File: src/rtl/card_tx_pkg.sv
`timescale 1ns/1ps
package card_tx_pkg;
  typedef enum logic [3:0] {
    ST_IDLE,
    ST_ECHO_FETCH,
    ST_ECHO_LOAD,
    ST_FETCH,
    ST_LOAD,
    ST_WAIT_TX,
    ST_GAP,
    ST_ECHO_WAIT,
    ST_PAUSE,
    ST_REPLY_WAIT
  } seq_state_t;

  typedef enum logic [1:0] {
    RES_OK       = 2'd0,
    RES_NO_ECHO  = 2'd1,
    RES_BAD_ECHO = 2'd2
  } seq_result_t;
endpackage

File: src/rtl/card_tx_interval.sv
`timescale 1ns/1ps
// Loadable down-counter; expire_o is high in the last cycle of the interval.
module card_tx_interval #(
  parameter int W = 8
) (
  input  logic         clk,
  input  logic         rst,
  input  logic         load_i,
  input  logic [W-1:0] value_i,
  output logic         expire_o
);
  logic [W-1:0] cnt_q;

  always_ff @(posedge clk) begin
    if (rst)                cnt_q <= '0;
    else if (load_i)        cnt_q <= value_i;
    else if (cnt_q != '0)   cnt_q <= cnt_q - W'(1);
  end

  assign expire_o = (cnt_q == W'(1));
endmodule

File: src/rtl/card_tx_tick_timer.sv
`timescale 1ns/1ps
// Counts slow ticks after a load; expire_o flags the final tick.
module card_tx_tick_timer #(
  parameter int TICKS = 65
) (
  input  logic clk,
  input  logic rst,
  input  logic load_i,
  input  logic tick_i,
  output logic expire_o
);
  localparam int W = $clog2(TICKS + 1);
  logic [W-1:0] cnt_q;

  always_ff @(posedge clk) begin
    if (rst)                          cnt_q <= '0;
    else if (load_i)                  cnt_q <= W'(TICKS);
    else if (tick_i && cnt_q != '0)   cnt_q <= cnt_q - W'(1);
  end

  assign expire_o = tick_i && (cnt_q == W'(1));
endmodule

File: src/rtl/card_tx_framer.sv
`timescale 1ns/1ps
// Registers the outgoing byte with its ninth (even parity) bit and a start strobe.
module card_tx_framer #(
  parameter int DW = 8
) (
  input  logic          clk,
  input  logic          rst,
  input  logic          load_i,
  input  logic [DW-1:0] byte_i,
  output logic [DW-1:0] tx_data_o,
  output logic          tx_par_o,
  output logic          tx_start_o
);
  always_ff @(posedge clk) begin
    if (rst) begin
      tx_data_o  <= '0;
      tx_par_o   <= 1'b0;
      tx_start_o <= 1'b0;
    end else begin
      tx_start_o <= load_i;
      if (load_i) begin
        tx_data_o <= byte_i;
        tx_par_o  <= ^byte_i;
      end
    end
  end
endmodule

File: src/rtl/card_tx_sequencer.sv
`timescale 1ns/1ps
module card_tx_sequencer
  import card_tx_pkg::*;
#(
  parameter int ADDR_W        = 8,
  parameter int LEN_W         = ADDR_W + 1,
  parameter int GAP_CYC       = 24,
  parameter int PAUSE_CYC     = 96,
  parameter int TIMEOUT_TICKS = 65,
  parameter int HDR_LEN       = 5,
  parameter int ECHO_IDX      = 1
) (
  input  logic              clk,
  input  logic              rst,
  input  logic              start_i,
  input  logic              confirm_i,
  input  logic [LEN_W-1:0]  len_i,
  output logic [ADDR_W-1:0] buf_addr_o,
  input  logic [7:0]        buf_rdata_i,
  output logic [7:0]        tx_data_o,
  output logic              tx_par_o,
  output logic              tx_start_o,
  input  logic              tx_done_i,
  input  logic              rx_valid_i,
  input  logic [7:0]        rx_data_i,
  input  logic              tick_i,
  output logic              busy_o,
  output logic              done_o,
  output logic [1:0]        status_o,
  output logic              inj_valid_o,
  output logic [7:0]        inj_data_o
);
  localparam int IV_MAX = (GAP_CYC > PAUSE_CYC) ? GAP_CYC : PAUSE_CYC;
  localparam int IV_W   = $clog2(IV_MAX + 1);

  seq_state_t        state_q;
  logic [LEN_W-1:0]  len_q, sent_q;
  logic [ADDR_W-1:0] addr_q;
  logic              confirm_q;
  logic [7:0]        expect_q, rx_byte_q;
  logic              rx_seen_q;
  logic              done_q, inj_valid_q;
  logic [1:0]        status_q;
  logic [7:0]        inj_data_q;

  logic            load_byte, iv_load, iv_exp, tmo_load, tmo_exp;
  logic [IV_W-1:0] iv_val;
  logic            hdr_sent, all_sent, echo_ok, rx_consume;

  assign load_byte  = (state_q == ST_LOAD);
  assign hdr_sent   = confirm_q && (sent_q == LEN_W'(HDR_LEN));
  assign all_sent   = (sent_q == len_q);
  assign echo_ok    = (rx_byte_q == expect_q);
  assign iv_load    = (state_q == ST_WAIT_TX && tx_done_i) ||
                      (state_q == ST_ECHO_WAIT && rx_seen_q && echo_ok);
  assign iv_val     = (state_q == ST_WAIT_TX) ? IV_W'(GAP_CYC) : IV_W'(PAUSE_CYC);
  assign tmo_load   = (state_q == ST_GAP) && iv_exp && hdr_sent;
  assign rx_consume = load_byte ||
                      (rx_seen_q && (state_q == ST_ECHO_WAIT || state_q == ST_REPLY_WAIT));

  card_tx_interval #(.W(IV_W)) u_interval (
    .clk(clk), .rst(rst), .load_i(iv_load), .value_i(iv_val), .expire_o(iv_exp)
  );

  card_tx_tick_timer #(.TICKS(TIMEOUT_TICKS)) u_timeout (
    .clk(clk), .rst(rst), .load_i(tmo_load), .tick_i(tick_i), .expire_o(tmo_exp)
  );

  card_tx_framer #(.DW(8)) u_framer (
    .clk(clk), .rst(rst), .load_i(load_byte), .byte_i(buf_rdata_i),
    .tx_data_o(tx_data_o), .tx_par_o(tx_par_o), .tx_start_o(tx_start_o)
  );

  // Latest received byte, with a flag consumed by the wait states.
  always_ff @(posedge clk) begin
    if (rst) begin
      rx_seen_q <= 1'b0;
      rx_byte_q <= '0;
    end else if (rx_valid_i) begin
      rx_seen_q <= 1'b1;
      rx_byte_q <= rx_data_i;
    end else if (rx_consume) begin
      rx_seen_q <= 1'b0;
    end
  end

  always_ff @(posedge clk) begin
    if (rst) begin
      state_q     <= ST_IDLE;
      len_q       <= '0;
      sent_q      <= '0;
      addr_q      <= '0;
      confirm_q   <= 1'b0;
      expect_q    <= '0;
      done_q      <= 1'b0;
      status_q    <= RES_OK;
      inj_valid_q <= 1'b0;
      inj_data_q  <= '0;
    end else begin
      done_q      <= 1'b0;
      inj_valid_q <= 1'b0;
      unique case (state_q)
        ST_IDLE: if (start_i) begin
          len_q     <= len_i;
          confirm_q <= confirm_i;
          sent_q    <= '0;
          if (len_i == '0) begin
            done_q   <= 1'b1;
            status_q <= RES_OK;
          end else if (confirm_i) begin
            addr_q  <= ADDR_W'(ECHO_IDX);
            state_q <= ST_ECHO_FETCH;
          end else begin
            addr_q  <= '0;
            state_q <= ST_FETCH;
          end
        end
        ST_ECHO_FETCH: state_q <= ST_ECHO_LOAD;
        ST_ECHO_LOAD: begin
          expect_q <= buf_rdata_i;
          addr_q   <= '0;
          state_q  <= ST_FETCH;
        end
        ST_FETCH: state_q <= ST_LOAD;
        ST_LOAD: begin
          addr_q  <= addr_q + ADDR_W'(1);
          sent_q  <= sent_q + LEN_W'(1);
          state_q <= ST_WAIT_TX;
        end
        ST_WAIT_TX: if (tx_done_i) state_q <= ST_GAP;
        ST_GAP: if (iv_exp) begin
          if (hdr_sent)      state_q <= ST_ECHO_WAIT;
          else if (all_sent) state_q <= ST_REPLY_WAIT;
          else               state_q <= ST_FETCH;
        end
        ST_ECHO_WAIT: begin
          if (rx_seen_q) begin
            if (echo_ok) begin
              state_q <= ST_PAUSE;
            end else begin
              state_q     <= ST_IDLE;
              done_q      <= 1'b1;
              status_q    <= RES_BAD_ECHO;
              inj_valid_q <= 1'b1;
              inj_data_q  <= rx_byte_q;
            end
          end else if (tmo_exp) begin
            state_q  <= ST_IDLE;
            done_q   <= 1'b1;
            status_q <= RES_NO_ECHO;
          end
        end
        ST_PAUSE: if (iv_exp) state_q <= all_sent ? ST_REPLY_WAIT : ST_FETCH;
        ST_REPLY_WAIT: if (rx_seen_q) begin
          state_q  <= ST_IDLE;
          done_q   <= 1'b1;
          status_q <= RES_OK;
        end
        default: state_q <= ST_IDLE;
      endcase
    end
  end

  assign buf_addr_o  = addr_q;
  assign busy_o      = (state_q != ST_IDLE);
  assign done_o      = done_q;
  assign status_o    = status_q;
  assign inj_valid_o = inj_valid_q;
  assign inj_data_o  = inj_data_q;
endmodule

File: config.mk
export PLATFORM = sky130hd
export DESIGN_NAME = card_tx_sequencer
export DESIGN_NICKNAME = d
export VERILOG_FILES = /design/src/rtl/card_tx_pkg.sv /design/src/rtl/card_tx_interval.sv /design/src/rtl/card_tx_tick_timer.sv /design/src/rtl/card_tx_framer.sv /design/src/rtl/card_tx_sequencer.sv
export SDC_FILE = /design/constraint.sdc
export NUM_CORES = 1
export LEC_CHECK = 0
export BUFFER_PORTS_ARGS = -buffer_cell sky130_fd_sc_hd__buf_4
export CAP_MARGIN = 10
export CORE_UTILIZATION = 35
export CTS_BUF_LIST = sky130_fd_sc_hd__clkbuf_16
export DETAILED_ROUTE_END_ITERATION = 12
export SLEW_MARGIN = 20
export SYNTH_ARGS = -nofsm -noshare
export SYNTH_HDL_FRONTEND = slang
export SYNTH_HIERARCHICAL = 1
export SYNTH_SLANG_ARGS = --single-unit
File: constraint.sdc
create_clock -name clk -period 2.5 [get_ports clk]
set_input_delay 0.5 -clock clk [delete_from_list [all_inputs] [get_ports clk]]
set_output_delay 0.5 -clock clk [all_outputs]
set_load 0.02 [all_outputs]
# --- Word level (Yosys, flattened, before mapping) ---
# Index checks and enable logic that the tools add are counted.
op_classes:
  n_addsub: 4
  n_eq_ne: 23
  muxes: 40
  bitwise_logic: 3
  n_reduce_logical: 32
ops:
  columns: ["operator", "n"]
  rows:
  - ["4-bit two-way mux", 11]
  - ["4-bit case mux with 10 select lines", 1]
  - ["7-bit two-way mux", 5]
  - ["8-bit case mux with 3 select lines", 1]
  - ["9-bit case mux with 2 select lines", 1]
  - ["4-bit by 3-bit == test with 1-bit output, second input constant", 4]
  - ["8-bit two-way mux", 2]
  - ["7-bit by 1-bit == test with 1-bit output, second input constant", 2]
  - ["2-bit two-way mux", 7]
  - ["2-bit != test, second input constant", 7]
  - ["7-bit nonzero test", 2]
  - ["7-bit by 1-bit subtractor with 7-bit output, second input constant", 2]
  - ["9-bit by 1-bit adder with 9-bit output, second input constant", 1]
  - ["9-bit by 3-bit == test with 1-bit output, second input constant", 1]
  - ["9-bit == test", 1]
  - ["1-bit logical AND", 9]
  - ["9-bit logical NOT", 1]
  - ["1-bit two-way mux", 9]
  - ["9-bit two-way mux", 1]
  - ["8-bit by 1-bit adder with 8-bit output, second input constant", 1]
  - ["4-bit by 2-bit == test with 1-bit output, second input constant", 2]
  - ["4-bit == test, second input constant", 2]
  - ["8-bit == test", 1]
  - ["2-bit nonzero test", 4]
  - ["16 further kinds", 24]
word_totals:
  regBits: 84
  in_bits: 32
  out_inout_bits: 31
  wordCells: 120

# --- Depth between registers and ports, before layout ---
# Gate-level depths: netlist of the first run.
logic_depth:
  ltp_word: 6
  depth_mapped: 9
  ltp_nobuf: 8

# --- Hierarchy ---
# Netlist of the first run, hierarchy kept.
by_module_without_submodules:
  columns: ["mod", "n_inst", "cells_per_inst", "area_per_inst_um2", "seq_area_each_um2"]
  rows:
  - ["card_tx_sequencer", 1, 341, 2852.7, 1201.2]
  - ["card_tx_interval", 1, 51, 440.4, 140.1]
  - ["card_tx_framer", 1, 38, 402.9, 200.2]
  - ["card_tx_tick_timer", 1, 45, 400.4, 140.1]

# --- Least setup slack after synthesis of the first run ---
# OpenSTA, ideal clock, no wires.
synth_timing:
  kind: "register to register"
  startpoint: "register u_interval.cnt_q[2]"
  endpoint: "register state_q[3]"
  setup_time_ns: 0.091
  t_arrival_ns: 1.900
  required_time_ns: 2.409
  setup_slack_ns: 0.509
  path_stages_with_launch: 8
  path_buffers: 0
  period_less_slack_ns: 1.991
  cell_sequence: "dfxtp_1 -> nor4_4 -> and3b_2 -> nor3b_1 -> o21a_1 -> nor4_1 -> a21oi_1 -> a311oi_1"
synth_between:
  elab_chain_cells: 3
  word_cells_on_any_way: 4
  cone_classes: "3 x eq/ne; 1 x reduce/logical"
synth_rtl:
  columns: ["element", "line_no", "source"]
  rows:
  - ["from (decl)", "card_tx_interval.sv:12", "logic [W-1:0] cnt_q;"]
  - ["from (signal assigned)", "card_tx_interval.sv:16", "else if (load_i) cnt_q <= value_i;"]
  - ["from (signal assigned)", "card_tx_interval.sv:17", "else if (cnt_q != '0) cnt_q <= cnt_q - W'(1);"]
  - ["7-bit by 1-bit == test with 1-bit output (*)", "card_tx_interval.sv:20", "assign expire_o = (cnt_q == W'(1));"]
  - ["named net iv_exp", "card_tx_sequencer.sv:46", "logic load_byte, iv_load, iv_exp, tmo_load, tmo_exp;"]
  - ["2-bit != test (no line)", null, null]
  - ["7-bit AND reduction (no line) (*)", null, null]
  - ["to (signal assigned)", "card_tx_sequencer.sv:153", "ST_PAUSE: if (iv_exp) state_q <= all_sent ? ST_REPLY_WAIT : ST_FETCH;"]
  - ["to (decl)", "card_tx_sequencer.sv:36", "seq_state_t state_q;"]
# Mark *: on every way through the listed nets, which the timed path passes. The rest lies on a longest branch.
# A chain may end at the register's enable or synchronous reset.

# --- Worst setup path in the final report of the first run ---
layout_timing:
  startpoint: "register state_q[2]"
  endpoint: "register status_q[0], in the netlist status_o[0]"
layout_between:
  elab_chain_cells: 3
  word_cells_on_any_way: 11
  cone_classes: "7 x eq/ne; 1 x mux; 3 x reduce/logical"
layout_rtl:
  columns: ["element", "line_no", "source"]
  rows:
  - ["4-bit by 3-bit == test with 1-bit output, or another cell as far along", "card_tx_sequencer.sv:102", "unique case (state_q)"]
  - ["3-bit != test (no line), or another cell as far along", null, null]
  - ["6-bit AND reduction (no line)", null, null]
  - ["to (signal assigned)", "card_tx_sequencer.sv:96", "status_q <= RES_OK;"]
  - ["to (signal assigned)", "card_tx_sequencer.sv:109", "status_q <= RES_OK;"]
  - ["to (signal assigned)", "card_tx_sequencer.sv:143", "status_q <= RES_BAD_ECHO;"]
  - ["to (decl)", "card_tx_sequencer.sv:43", "logic [1:0] status_q;"]
# Several ways; a longest one is shown, not always the timed one.

==> impl_metrics.json, run 1 <==
{
  "post_cts_buffers": 0,
  "design.core.area_um2": 11400,
  "synth_cells": 475,
  "crit_end": "status_o[0]",
  "nFillCells": 1170,
  "antenna_cells": 0,
  "fin_area_um2": 5050,
  "wirelength_um": 9570,
  "fin_hold_ws_ps": 400,
  "h-tree-depth": 3,
  "rows": 39,
  "antenna_found_initial": 0,
  "dr.pass1.iters": 4,
  "register_area_um2": 1680,
  "p_leak_uw": 0.00209,
  "ys_top_cells_by_area": "dfxtp_1 41%, mux2i_1 6.4%, nand2_1 5.7%",
  "grt_max_degree": 49,
  "cap_violations": 0,
  "power.density_nw_per_um2": 974,
  "seq_power_share": 0.364,
  "ys_seq_area_frac": 0.411,
  "cts_buffers": 9,
  "async_flop_share": 0,
  "synth-compound-area-share": 0.160,
  "multi_input_area_um2": 2290,
  "critPathKind": "flip-flop to flip-flop",
  "start_util": 0.359,
  "r2r_start": "state_q[2]",
  "crit_family": "simple AND/OR/NAND/NOR gates",
  "clock_path_buffers": 2,
  "crit_arrival_ps": 2400,
  "place.gp.congestion": 0.842,
  "hold_path.class": "input port to flip-flop",
  "synth.avg_cell_area_um2": 8.62,
  "status": "finished clean",
  "grt_pass1_wl_um": 15800,
  "drc": 0,
  "place_inst": 670,
  "final_common_cell": "dfxtp_1",
  "r2r_cells": 6,
  "cp.required_ps": 2720,
  "path_depth": 6,
  "regToRegEndpoint": "status_o[0]",
  "synth_flop_cell": "dfxtp_1",
  "placed_area_um2": 4750,
  "post_drt_wl_per_cell_um": 14.0,
  "grt_pass1_vias": 3349,
  "dp_hpwl_um": 6910,
  "switching_share": 0.364,
  "grt_use_total": 0.167,
  "cts_root_buf": "clkbuf_16",
  "pin_count": 63,
  "crit_fanout": 8,
  "layout_common_cells": "84 x dfxtp_1, 72 x buf_4, 62 x nand2_1, 55 x nor2_1, 35 x a21oi_1",
  "netlist.top_cell.by_area": "dfxtp_1",
  "cts_tree": "yes",
  "stdcell_count": 686,
  "drive_gt1_frac": 0.192,
  "crit_path_top_delay_cell": "or4_1",
  "setup_violations": 0,
  "synthXorXnorAreaFrac": 0.0599,
  "clock_power_share": 0.270,
  "routed_via_density": 5.28,
  "path_buf_inv": 1,
  "die_w_um": 110,
  "gr-total-overflow": 0,
  "ant_nets": 0,
  "power_frac_comb": 0.366,
  "synthAdderAreaFrac": 0.0244,
  "max_stage_delay_ps": 550,
  "r2r_slack_ps": 330,
  "syn_to_final_growth_pct": 23.4,
  "synthMuxAreaShare": 0.0635,
  "worst_pin_slew_ps": 569,
  "yosysWarnings": 6,
  "synth_top_family_by_area": "simple AND/OR/NAND/NOR gates",
  "startpoint": "state_q[2]",
  "crit_path_start_kind": "flip-flop",
  "rsz0062_at_grt": "no",
  "final-hold-violation-count": 0,
  "p_int_uw": 3130,
  "synth_edf_count": 0,
  "cts_sinks": 84,
  "vias": 3624,
  "cp_cell_sequence": "buf_4 -> or4_1 -> nand4b_4 -> a211oi_2 -> nand2_1 -> a32o_1",
  "drtIter0Drc": 189,
  "cts.clk_slew.worst_paths_ps": 60,
  "switchingPower_uw": 1790,
  "maxSlewViolCount": 0,
  "worst_slack_ps": 326,
  "peakVddDrop_mv": 0.464,
  "ys_types": 67,
  "port_buffers": 62,
  "die-area_um2": 12100,
  "skew_ps": 6.35,
  "die_h_um": 110,
  "timing.fmax_mhz": 460,
  "fin_tns_setup_ps": 0,
  "fin_crit_sh": 0.870,
  "syn_area_um2": 4100,
  "fin_nets": 578,
  "post-place-ws_ps": 228,
  "synth-simple-area-share": 0.246,
  "end_kind": "flip-flop",
  "insertion_delay_ps": 330,
  "ys_ff_latch": 84,
  "maxSlewHeadroom": 0.621,
  "synth_top_area_share": 0.411,
  "min_period_ps": 2170
}
==> tightest hold or removal path, cell delays in order <==
cell	delay [ps]
buf_4	80
mux2i_1	60
nor2_1	70
==> final cells by class <==
type	instances	share of cell area
Multi-Input combinational cell	358	0.453
Sequential cell	84	0.333
Timing Repair Buffer	73	0.111
Clock buffer	9	0.0446
Tap cell	143	0.0354
Clock inverter	7	0.0146
Inverter	12	0.00891
==> routing by layer <==
layer  share of wire  vias up  global-route usage
met2            0.47       80               0.271
met3           0.048       18              0.0382
li1                -     1813                   -
met5               0        -                   0
met4           0.019        0              0.0667
met1            0.46     1713               0.213
==> registers in the layout, summed over array words and instances, names as in the netlist <==
signal,flops
u_interval/cnt_q,7
u_framer/tx_par_o,1
len_q,9
rx_byte_q,8
expect_q,8
done_o,1
state_q,4
sent_q,9
inj_data_o,8
buf_addr_o,8
inj_valid_o,1
u_framer/tx_start_o,1
confirm_q,1
u_timeout/cnt_q,7
rx_seen_q,1
u_framer/tx_data_o,8
status_o,2
==> power by group through the flow <==
stage                     clock [uW]  sequential, uW  combinational (uW)
after floorplan                    0            1780                1340
after global placement             0            1810                1760
after detailed placement           0            1820                1780
after CTS                       1360            1790                1800
after global routing            1430            1820                2010
final                           1330            1790                1800
==> synth_stat cells (2+ instances only) <==
master,number
dfxtp_1,84
nand2_1,62
nor2_1,55
a21oi_1,35
mux2i_1,26
xor2_1,16
clkbuf_1,14
nor3_1,13
xnor2_1,12
inv_1,11
nand3_1,10
ha_1,8
buf_2,7
nor4_1,7
nand4_1,6
o21ai_0,6
or3_1,6
a31oi_1,5
and3_1,5
nor3b_1,5
o21a_1,5
a211oi_1,4
a311oi_1,4
nand3b_1,4
a22oi_1,3
and2_1,3
nor2b_1,3
o211a_1,3
o31ai_1,3
o32ai_1,3
a211oi_2,2
and3b_1,2
and3b_2,2
buf_1,2
nand4b_1,2
o2111ai_1,2
o211ai_1,2
o41ai_1,2
or2_2,2
or4_1,2
==> worst min-delay path by stage <==
stage / endpoint / depth (start not counted) / slack (ps) / startpoint
after floorplan: confirm_q / 2 / 430 / confirm_q
after global placement: confirm_q / 2 / 450 / confirm_q
after detailed placement: confirm_q / 2 / 450 / confirm_q
after CTS: rx_byte_q[0] / 3 / 400 / rx_data_i[0]
after global routing: rx_byte_q[3] / 3 / 420 / rx_data_i[3]
final: rx_byte_q[6] / 3 / 400 / rx_data_i[6]
==> metrics by stage <==
stage | util | power, uW
floorplan | - | 3120
global placement | 0.416 | 3570
detailed placement | 0.416 | 3600
CTS | 0.442 | 4950
global route | 0.443 | 5260
finish | 0.443 | 4920
==> logic make-up after synthesis <==
| group | Yosys count |
|---|---|
| buffers and inverters | 35 |
| muxes | 26 |
| other | 1 |
| DFF | 84 |
| and+or+nand+nor | 199 |
| xor gates and xnor gates | 28 |
| AOI/OAI and AO/OA | 94 |
| adders and majority gates | 8 |
==> timing repair <==
action	in CTS	in global routing
hold buffers	0	0
gates resized for setup	0	1
setup endpoints to repair	0	1
Note: power is estimated with default switching activity, not from simulation.
==> inputs of run 2 (changes only) <==
--- a/config.mk
+++ b/config.mk
@@ -10,6 +10,7 @@
 export CORE_UTILIZATION = 35
 export CTS_BUF_LIST = sky130_fd_sc_hd__clkbuf_16
 export DETAILED_ROUTE_END_ITERATION = 12
+export RECOVER_POWER = 50
 export SLEW_MARGIN = 20
 export SYNTH_ARGS = -nofsm -noshare
 export SYNTH_HDL_FRONTEND = slang
==> run 2 against run 1 <==
Non-clock buffer count stayed put. Via count is 0.94% higher. Utilization fell by 1.2 points. Largest cell class unchanged.
==> impl_metrics.json, run 2 (synthesis gave the netlist of run 1 again) <==
{
  "wl_met3_um": 520,
  "ant_nets": 0,
  "final_core_util": 0.430,
  "insertion_delay_ps": 330,
  "crit_fanout": 8,
  "r2r_start": "state_q[2]",
  "fin_hold_ws_ps": 400,
  "fin_tns_setup_ps": 0,
  "cts.clk_slew.worst_paths_ps": 60,
  "fin_crit_sh": 0.877,
  "cts_root_buf": "clkbuf_16",
  "antenna_cells": 0,
  "end_kind": "flip-flop",
  "antenna_found_initial": 0,
  "placed_area_um2": 4750,
  "critPathKind": "flip-flop to flip-flop",
  "die_h_um": 110,
  "cp.required_ps": 2720,
  "cts_buffers": 9,
  "timing.fmax_mhz": 456,
  "grt_max_degree": 49,
  "grt_pass1_vias": 3349,
  "power.density_nw_per_um2": 996,
  "hold_path.class": "input port to flip-flop",
  "maxSlewViolCount": 0,
  "die_w_um": 110,
  "dr_wl_met2_um": 4480,
  "power.total_uw": 4890,
  "rows": 39,
  "port_buffers": 62,
  "vias": 3658,
  "rsz0062_at_grt": "no",
  "fin_area_um2": 4910,
  "hold_start": "rx_data_i[6]",
  "highest_layer": "met4",
  "cts_hold_buf": 0,
  "layout_common_cells": "84 x dfxtp_1, 62 x nand2_1, 55 x nor2_1, 40 x buf_4, 36 x a21oi_1",
  "grt_pass1_wl_um": 15800,
  "grt_use_total": 0.167,
  "design.core.area_um2": 11400,
  "clock_path_buffers": 2,
  "die-area_um2": 12100,
  "routed_via_density": 5.33,
  "start_util": 0.359,
  "reg_top3": "len_q x9, sent_q x9",
  "cap_violations": 0,
  "dr.pass1.iters": 4,
  "drtIter0Drc": 154,
  "min_period_ps": 2190,
  "maxSlewHeadroom": 0.351,
  "h-tree-depth": 3,
  "gr-total-overflow": 0,
  "final_common_cell": "dfxtp_1",
  "setup_violations": 0,
  "cts_sinks": 84,
  "r2r_slack_ps": 310,
  "dp_hpwl_um": 6910,
  "pin_count": 63,
  "skew_ps": 6.06,
  "syn_to_final_growth_pct": 19.9,
  "cts_resized": 0,
  "cts_tree": "yes",
  "nFillCells": 1199,
  "drc": 0,
  "drive_gt1_frac": 0.131,
  "post_drt_wl_per_cell_um": 13.9,
  "place.gp.congestion": 0.842,
  "final-hold-violation-count": 0,
  "wirelength_um": 9560,
  "met1_length_um": 4370,
  "p_leak_uw": 0.00196,
  "status": "finished clean",
  "crit_path_start_kind": "flip-flop",
  "fin_nets": 578,
  "worst_pin_slew_ps": 974,
  "post_cts_buffers": 0,
  "crit_arrival_ps": 2410,
  "startpoint": "state_q[2]",
  "peakVddDrop_mv": 0.447
}
run 2: cell type report:
type                       instances  area [um^2]  share of cell area
multi-input combinational        358         2280               0.464
sequential                        84         1680               0.342
timing repair buffer              73          429              0.0874
clock buffer                       9          225              0.0458
tap                              143          179              0.0364
clock inverter                     7         73.8              0.0150
inverter                          12         45.0             0.00917
run 2: final timing paths:
check	to	cells after the start
min	rx_byte_q[6]	3
max reg2reg	done_o	6
max	done_o	6
min reg2reg	confirm_q	2
run 2: critical path, cell delays in order (launching register included):
cell and delay (ps):
dfxtp_1 370, buf_4 180, or4_1 550, nand4b_4 270
a211oi_2 310, nand2_1 130, a211oi_1 280
run 2: metal layers:
| metal | vias up | track usage |
|---|---|---|
| met5 | - | 0 |
| met4 | 0 | 0.0667 |
| met3 | 21 | 0.0382 |
| met2 | 104 | 0.271 |
| met1 | 1720 | 0.213 |
| li1 | 1813 | - |
run 2: through the flow:
stage / setup WS, ps / instances
floorplan: 509 / 477
global placement: 362 / 670
detailed placement: 228 / 670
CTS: 200 / 686
global route: 156 / 686
finish: 307 / 686
run 2: where the power goes:
group	internal [uW]	switching (uW)
Sequential	1560	230
Clock	779	550
Combinational	764	1010
Total	3110	1790
